**src/rtl/dma_hec_pkg.sv**
```systemverilog
package dma_hec_pkg;

  // control register bit positions
  localparam int CTL_RUN   = 0;
  localparam int CTL_DONE  = 1;
  localparam int CTL_HIE   = 2;
  localparam int CTL_HFLAG = 3;

  typedef enum logic {
    SEL_COUNT = 1'b0,
    SEL_CTRL  = 1'b1
  } reg_sel_e;

endpackage

```
**src/rtl/dma_hec_count.sv**
```systemverilog
module dma_hec_count #(
  parameter int CNT_W = 24
) (
  input  logic             clk,
  input  logic             rst_n,
  input  logic             cnt_wr,
  input  logic [CNT_W-1:0] cnt_wdata,
  input  logic             start_ev,
  input  logic             abort_ev,
  input  logic             rd_done,
  output logic [CNT_W:0]   rem_q,
  output logic [CNT_W:0]   thr_q,
  output logic             run_q,
  output logic             done_q,
  output logic             step_ev,
  output logic             end_ev,
  output logic             half_hit
);
  localparam int REM_W = CNT_W + 1;

  // zero loaded means the full 2**CNT_W transfers
  function automatic logic [REM_W-1:0] expand_count(input logic [REM_W-1:0] r);
    return (r == '0) ? {1'b1, {CNT_W{1'b0}}} : r;
  endfunction

  function automatic logic [REM_W-1:0] half_point(input logic [REM_W-1:0] n);
    return n >> 1;
  endfunction

  logic [REM_W-1:0] rem_dec;

  assign rem_dec  = rem_q - 1'b1;
  assign step_ev  = run_q & rd_done & ~abort_ev;
  assign end_ev   = step_ev & (rem_dec == '0);
  assign half_hit = step_ev & (rem_dec == thr_q);

  always_ff @(posedge clk or negedge rst_n) begin
    if (!rst_n) begin
      rem_q <= '0;
    end else if (cnt_wr) begin
      rem_q <= {1'b0, cnt_wdata};
    end else if (start_ev) begin
      rem_q <= expand_count(rem_q);
    end else if (step_ev) begin
      rem_q <= rem_dec;
    end
  end

  always_ff @(posedge clk or negedge rst_n) begin
    if (!rst_n) begin
      thr_q <= '0;
    end else if (start_ev) begin
      thr_q <= half_point(expand_count(rem_q));
    end
  end

  always_ff @(posedge clk or negedge rst_n) begin
    if (!rst_n) begin
      run_q  <= 1'b0;
      done_q <= 1'b0;
    end else if (start_ev) begin
      run_q  <= 1'b1;
      done_q <= 1'b0;
    end else begin
      if (abort_ev || end_ev) run_q <= 1'b0;
      if (end_ev)             done_q <= 1'b1;
    end
  end

endmodule

```
**src/rtl/dma_hec_flag.sv**
```systemverilog
module dma_hec_flag (
  input  logic clk,
  input  logic rst_n,
  input  logic half_hit,
  input  logic hie_q,
  input  logic ctrl_wr,
  input  logic wr_flag_bit,
  input  logic rd_ctrl,
  output logic flag_q,
  output logic arm_q,
  output logic set_ev,
  output logic clr_ev
);

  assign set_ev = half_hit & hie_q;
  assign clr_ev = ctrl_wr & ~wr_flag_bit & arm_q;

  // sticky flag: a set wins over a clear in the same cycle
  always_ff @(posedge clk or negedge rst_n) begin
    if (!rst_n) begin
      flag_q <= 1'b0;
    end else if (set_ev) begin
      flag_q <= 1'b1;
    end else if (clr_ev) begin
      flag_q <= 1'b0;
    end
  end

  // armed by reading the flag as 1, dropped by any control write
  always_ff @(posedge clk or negedge rst_n) begin
    if (!rst_n) begin
      arm_q <= 1'b0;
    end else if (ctrl_wr) begin
      arm_q <= 1'b0;
    end else if (rd_ctrl && flag_q) begin
      arm_q <= 1'b1;
    end
  end

endmodule

```
**src/rtl/dma_halfend_ctr.sv**
```systemverilog
module dma_halfend_ctr
  import dma_hec_pkg::*;
#(
  parameter int CNT_W  = 24,
  parameter int DATA_W = 32
) (
  input  logic              clk,
  input  logic              rst_n,
  input  logic              reg_wr,
  input  logic              reg_rd,
  input  logic              reg_sel,
  input  logic [DATA_W-1:0] reg_wdata,
  output logic [DATA_W-1:0] reg_rdata,
  input  logic              rd_done,
  input  logic              nmi_abort,
  input  logic              addr_err,
  input  logic              master_en,
  output logic              irq_half
);
  localparam int REM_W = CNT_W + 1;

  reg_sel_e         sel;
  logic             ctrl_wr_ev;
  logic             cnt_wr_ev;
  logic             rd_ctrl_ev;
  logic             start_ev;
  logic             abort_ev;
  logic             step_ev;
  logic             end_ev;
  logic             half_hit;
  logic             set_ev;
  logic             clr_ev;
  logic             hie_q;
  logic             flag_q;
  logic             arm_q;
  logic             run_q;
  logic             done_q;
  logic [REM_W-1:0] rem_q;
  logic [REM_W-1:0] thr_q;

  assign sel        = reg_sel_e'(reg_sel);
  assign ctrl_wr_ev = reg_wr & (sel == SEL_CTRL);
  assign cnt_wr_ev  = reg_wr & (sel == SEL_COUNT) & ~run_q;
  assign rd_ctrl_ev = reg_rd & (sel == SEL_CTRL);

  assign start_ev = ~run_q & ctrl_wr_ev & reg_wdata[CTL_RUN]
                  & master_en & ~nmi_abort & ~addr_err;
  assign abort_ev = run_q & (nmi_abort | addr_err | ~master_en
                  | (ctrl_wr_ev & ~reg_wdata[CTL_RUN]));

  always_ff @(posedge clk or negedge rst_n) begin
    if (!rst_n) begin
      hie_q <= 1'b0;
    end else if (ctrl_wr_ev) begin
      hie_q <= reg_wdata[CTL_HIE];
    end
  end

  dma_hec_count #(.CNT_W(CNT_W)) u_count (
    .clk       (clk),
    .rst_n     (rst_n),
    .cnt_wr    (cnt_wr_ev),
    .cnt_wdata (reg_wdata[CNT_W-1:0]),
    .start_ev  (start_ev),
    .abort_ev  (abort_ev),
    .rd_done   (rd_done),
    .rem_q     (rem_q),
    .thr_q     (thr_q),
    .run_q     (run_q),
    .done_q    (done_q),
    .step_ev   (step_ev),
    .end_ev    (end_ev),
    .half_hit  (half_hit)
  );

  dma_hec_flag u_flag (
    .clk         (clk),
    .rst_n       (rst_n),
    .half_hit    (half_hit),
    .hie_q       (hie_q),
    .ctrl_wr     (ctrl_wr_ev),
    .wr_flag_bit (reg_wdata[CTL_HFLAG]),
    .rd_ctrl     (rd_ctrl_ev),
    .flag_q      (flag_q),
    .arm_q       (arm_q),
    .set_ev      (set_ev),
    .clr_ev      (clr_ev)
  );

  assign irq_half = flag_q & hie_q;

  always_comb begin
    reg_rdata = '0;
    if (sel == SEL_COUNT) begin
      reg_rdata[CNT_W-1:0] = rem_q[CNT_W-1:0];
    end else begin
      reg_rdata[CTL_RUN]   = run_q;
      reg_rdata[CTL_DONE]  = done_q;
      reg_rdata[CTL_HIE]   = hie_q;
      reg_rdata[CTL_HFLAG] = flag_q;
    end
  end

endmodule

```
**config.mk**
```make
export PLATFORM = sky130hd
export DESIGN_NAME = dma_halfend_ctr
export DESIGN_NICKNAME = d
export VERILOG_FILES = /design/src/rtl/dma_hec_pkg.sv /design/src/rtl/dma_hec_count.sv /design/src/rtl/dma_hec_flag.sv /design/src/rtl/dma_halfend_ctr.sv
export SDC_FILE = /design/constraint.sdc
export NUM_CORES = 1
export LEC_CHECK = 0
export ABC_AREA = 1
export ABC_CLOCK_PERIOD_IN_PS = 5100
export BUFFER_PORTS_ARGS = -buffer_cell sky130_fd_sc_hd__buf_2
export CAP_MARGIN = 25
export CORE_ASPECT_RATIO = 1.4
export CORE_MARGIN = 8
export CORE_UTILIZATION = 61
export DETAILED_ROUTE_END_ITERATION = 7
export PLACE_DENSITY_LB_ADDON = 0.2
export SYNTH_ARGS = -nofsm -noshare
export SYNTH_HDL_FRONTEND = slang
export SYNTH_HIERARCHICAL = 1
export SYNTH_SLANG_ARGS = --single-unit
```
**constraint.sdc**
```tcl
create_clock -name clk -period 5.1 [get_ports clk]
set_input_delay 0.51 -clock clk [delete_from_list [all_inputs] [get_ports clk]]
set_output_delay 0.51 -clock clk [all_outputs]
set_load 0.01 [all_outputs]
```
Word level (Yosys, flattened, before mapping)
Index checks and enable logic that the tools add are counted.
- flip-flop bits (word level): 54
- output and inout bits: 33
- reduce and logical (&&, ||, !) cells: 10
- $add $sub $neg: 1
- mux-type cells: 14
- eq/ne operators: 2
- bitwise logic cells: 30
- operator list (kind ; number):
    $mux W25 ; 4
    $logic_not A25 Y1 ; 2
    $eq A25 B24 Y1 ; 1
    $sub A25 B1 Y25 const B ; 1
    $mux W20 ; 1
    $and A1 B1 Y1 ; 19
    $mux W1 ; 8
    $not A1 Y1 ; 8
    $reduce_bool A2 Y1 ; 4
    $mux W4 ; 1
    $ne A3 B2 Y1 const B ; 1
    $or A1 B1 Y1 ; 3
    $reduce_bool A3 Y1 ; 1
    $reduce_and A2 Y1 ; 1
    $logic_and A1 B1 Y1 ; 1
    $logic_or A1 B1 Y1 ; 1

Depth between registers and ports, before layout
- word-level depth: 10
- gate-level depth with buffers: 18
- mapped depth without buffers: 17

By module
Netlist, hierarchy kept.
- modules (own cells, without submodules) (module ; area each (µm²) ; instances ; cells each):
    dma_hec_count ; 3565.9 ; 1 ; 543
    dma_halfend_ctr ; 395.4 ; 1 ; 84
    dma_hec_flag ; 86.3 ; 1 ; 11

Worst setup path before layout
OpenSTA, ideal clock, no wires.
- kind: register to register
- from: register u_count.rem_q[0]
- to: register u_flag.flag_q
- arrival: 1.906 ns
- path buffers: 0
- slack: 3.129 ns
- required time: 5.035 ns
- stages on the path, launching flop included: 17
- path through: dfrtp_1 > inv_1 > ha_1 > nand2_4 > nor2_8 > nand2_4 > nor2_2 > nand2_1 > nand2_1 > nand2_1 > inv_2 > nand2_1 > nor2_1 > nand3_1 > nor2_1 > nand2_1 > nand2_1
- cells in the longest elaborated chain, start to end: 5
- elaborated cells on any way between the ends: 6
- ends and longest elaborated chain (element ; line ; RTL):
    start, declared ; dma_hec_count.sv:11 ; output logic [CNT_W:0] rem_q,
    start signal, assigned ; dma_hec_count.sv:41 ; rem_q <= {1'b0, cnt_wdata};
    start signal, assigned ; dma_hec_count.sv:43 ; rem_q <= expand_count(rem_q);
    start signal, assigned ; dma_hec_count.sv:45 ; rem_q <= rem_dec;
    $sub A25 B1 Y25 * ; dma_hec_count.sv:32 ; assign rem_dec = rem_q - 1'b1;
    $eq A25 B24 Y1 * ; dma_hec_count.sv:35 ; assign half_hit = step_ev & (rem_dec == thr_q);
    $and A1 B1 Y1 * ; dma_hec_count.sv:35 ;
    net half_hit ; dma_halfend_ctr.sv:30 ; logic half_hit;
    $and A1 B1 Y1 * ; dma_hec_flag.sv:15 ; assign set_ev = half_hit & hie_q;
    $mux W1 / $reduce_bool A2 Y1 (equally long branches) ; -- ;
    end signal, assigned ; dma_hec_flag.sv:21 ; flag_q <= 1'b0;
    end signal, assigned ; dma_hec_flag.sv:23 ; flag_q <= 1'b1;
    end signal, assigned ; dma_hec_flag.sv:25 ; flag_q <= 1'b0;
    end, declared ; dma_hec_flag.sv:9 ; output logic flag_q,
The timed path passes the listed nets; every way through them passes the cells marked *.
A chain may end at the register's enable or synchronous reset.

Worst setup path after layout
- from: input port reg_sel
- to: register u_count.rem_q[24]
- cells in the longest elaborated chain, start to end: 8
- elaborated cells on any way between the ends: 17
- ends and longest elaborated chain (element ; line ; RTL):
    start, declared ; dma_halfend_ctr.sv:11 ; input logic reg_sel,
    $and A1 B1 Y1 * ; dma_halfend_ctr.sv:42 ; assign ctrl_wr_ev = reg_wr & (sel == SEL_CTRL);
    net ctrl_wr_ev ; dma_halfend_ctr.sv:23 ; logic ctrl_wr_ev;
    $and A1 B1 Y1 * (2 in a row) ; dma_halfend_ctr.sv:46 ; assign start_ev = ~run_q & ctrl_wr_ev & reg_wdata[CTL_RUN]
    $and A1 B1 Y1 * (3 in a row) ; dma_halfend_ctr.sv:47 ; & master_en & ~nmi_abort & ~addr_err;
    net start_ev ; dma_halfend_ctr.sv:26 ; logic start_ev;
    $mux W25 ; dma_hec_count.sv:42 ; end else if (start_ev) begin
    $mux W25 ; dma_hec_count.sv:40 ; end else if (cnt_wr) begin
Marked as above.

==> results.md <==
- Routed WL: about 11,000 um
- Cells after DPL: 746
- Die Y: approximately 110 um
- Max VDD drop: 0.272 mV
- Num Clock Sinks: 54
- Syn Area/Cell: 6.36 um2
- FILL cells: about 640
- Leakage: 0.00238 uW
- Synth warn: 6
- Initial cell density of the core: 62.1%
- WP data arrival: ~3.1 ns
- Worst Hold Class: input port to async pin
- Full die area: 9490 um2
- Layout Cells excl Fill: 754
- Postcts setup bufs: 0
- Clock power frac: 12.9%
- Slew Viols, Final: 0
- Max-cap check violation count: 0
- Crit Path Category: input port to flip-flop
- Vias post-DR: about 4,200
- Initial antenna violation count: 0
- Post-synthesis cell area: 4030 um2
- Period utilization: 57.3%
- Fin Hold WS: approximately 0.32 ns
- Pwr dens: 518 nW/um2
- Vias in the first global route: 4,212
- Fmax: approximately 340 MHz
- Layout cell share with drive strength beyond 1: between 10 and 15%
- Buffers on Ports: 57
- Fin crit period: ~2.9 ns
- Largest net degree at the start of global routing: 55
- GPL Wtd Cong: 0.968
- CTS root buf: clkbuf_8
- Utilization after layout: 68.2%
- Die X: 84.7 um
- Cts hold-fix bufs: 0
- Sw Share: between 50% and 60%
- Core area: 6480 um2
- 1st-iter DRT viols: 220
- Detail Route Antenna Nets: 0
- Worst-skew pair later-pin latency: 0.31 ns
- Via/cell ratio: approximately 5.6
- Clock-pin slew on the worst setup and hold paths: 0.10 ns
- CP Launch Type: input port
- TNS Setup: 0 ns
- CTS buffer count: 5
- Worst reg2reg path depth: 12
- Clock tree buffer depth: 2
- Diodes inserted: 0
- Max-slew headroom: 41.5%
- GRT Total Usage: 24.0%
- Global route overflow: 0
- Area Growth Syn to Fin: 9.76%
- I/O Pins: 74
- Logic gate share of total power: between 50% and 60%
- Critical path required time: between 5 and 6 ns
- Nature of the critical path endpoint: flip-flop
- Flop pwr share: 33.8%
- Syn Inst Count: 633
- Cell-internal power: 1130 uW
- Slew @ Worst Pin: 0.876 ns
- HPWL after DPL: 8430 um
- Worst Path Max Fanout: 54
- Final hold viol count: 0
- Cell Rows: 35
- CTS tree: done
- NetSw: 1160 uW
- RSZ-0062 raised after global routing: false
- CTS H-tree depth: 2
- Per-cell routed wire length: around 15 um
- Post-cts resize count: 0
- First-pass GRT wire length: 18,600 um
- DRC Markers: 0
- Status: finished, final reports clean
- # setup viols final: 0
- Final #Nets: 722
- DRT Pass-1 Iters: 5
- Fin Clk Skew: 0.00928 ns
[stage by stage]
step	cell area, um2	total power [uW]	setup WS (ns)
finish	4420	2290	2.18
global route	4420	2490	1.91
CTS	4420	2270	2.16
detailed placement	4310	1970	1.83
global placement	4310	1940	1.90
floorplan	4050	1630	3.13
[layout by cell type, fill, tap and decap left out, drive strengths merged]
master / count
nand4: 9
clkinvlp: 1
conb: 8
clkinv: 1
nand2: 192
xnor2: 1
buf: 61
dfrtp: 54
bufinv: 1
ha: 2
xor2: 6
nand3: 60
a22oi: 2
a21oi: 3
clkbuf: 6
o221ai: 1
o21ai: 51
nor3: 2
nor2: 100
a31oi: 2
o211ai: 28
inv: 89
[per-layer routing]
layer / global-route usage [%] / share of wire [%] / vias to the layer above / wire [um]
li1: - / - / 2094 / -
met1: 25.2 / 39 / 1942 / 4390
met2: 44.6 / 52 / 150 / 5920
met3: 3.95 / 5.7 / 34 / 651
met4: 11.5 / 3.3 / 0 / 378
met5: 0 / 0 / - / 0
[power by group through the flow]
stage                     logic [uW]  registers (uW)  clock network, uW
after floorplan                  913             721                  0
after global placement          1160             777                  0
after detailed placement        1190             779                  0
after CTS                       1200             771                299
after global routing            1380             801                312
final                           1220             773                295
[state kept, by name (all words and copies together), names as in the netlist]
| signal | cells |
|---|---|
| u_flag/arm_q | 1 |
| u_count/run_q | 1 |
| u_count/done_q | 1 |
| u_count/thr_q | 24 |
| hie_q | 1 |
| u_flag/flag_q | 1 |
| u_count/rem_q | 25 |
[area by class of cell]
cell class              instances  area (um2)  share of cell area, %
inverters                      90         338                   7.65
repair buffers                 61         315                   7.14
multi-input cells             467        2210                   50.0
flip-flops and latches         54        1350                   30.6
clock inverters                 2        37.5                  0.850
clock buffers                   6        72.6                   1.64
well taps                      74        92.6                   2.10
[worst paths after layout]
check,startpoint,endpoint,slack [ns]
setup / recovery,reg_sel,u_count/rem_q[24]$_DFFE_PN0P_,2.18
hold / removal,rst_n,u_count/rem_q[5]$_DFFE_PN0P_,0.32
setup reg to reg,u_count/rem_q[0]$_DFFE_PN0P_,u_flag/flag_q$_DFFE_PN0P_,2.49
hold reg to reg,u_count/thr_q[7]$_DFFE_PN0P_,u_count/thr_q[7]$_DFFE_PN0P_,0.51
max in group asynchronous,rst_n,u_count/rem_q[16]$_DFFE_PN0P_,4.30
min in group clk,reg_wdata[2],hie_q$_DFFE_PN0N_,0.41
[worst max-delay path, stage by stage]
cell and delay (ns):
buf_2 0.45, nand2_4 0.09, inv_2 0.10, nand3_1 0.11
nor2_4 0.09, buf_4 0.44, nor2_1 0.10, nand2_1 0.55
buf_4 0.40, nor2_1 0.07, a31oi_1 0.14, inv_1 0.05
Note: power is estimated with default switching activity, not from simulation.
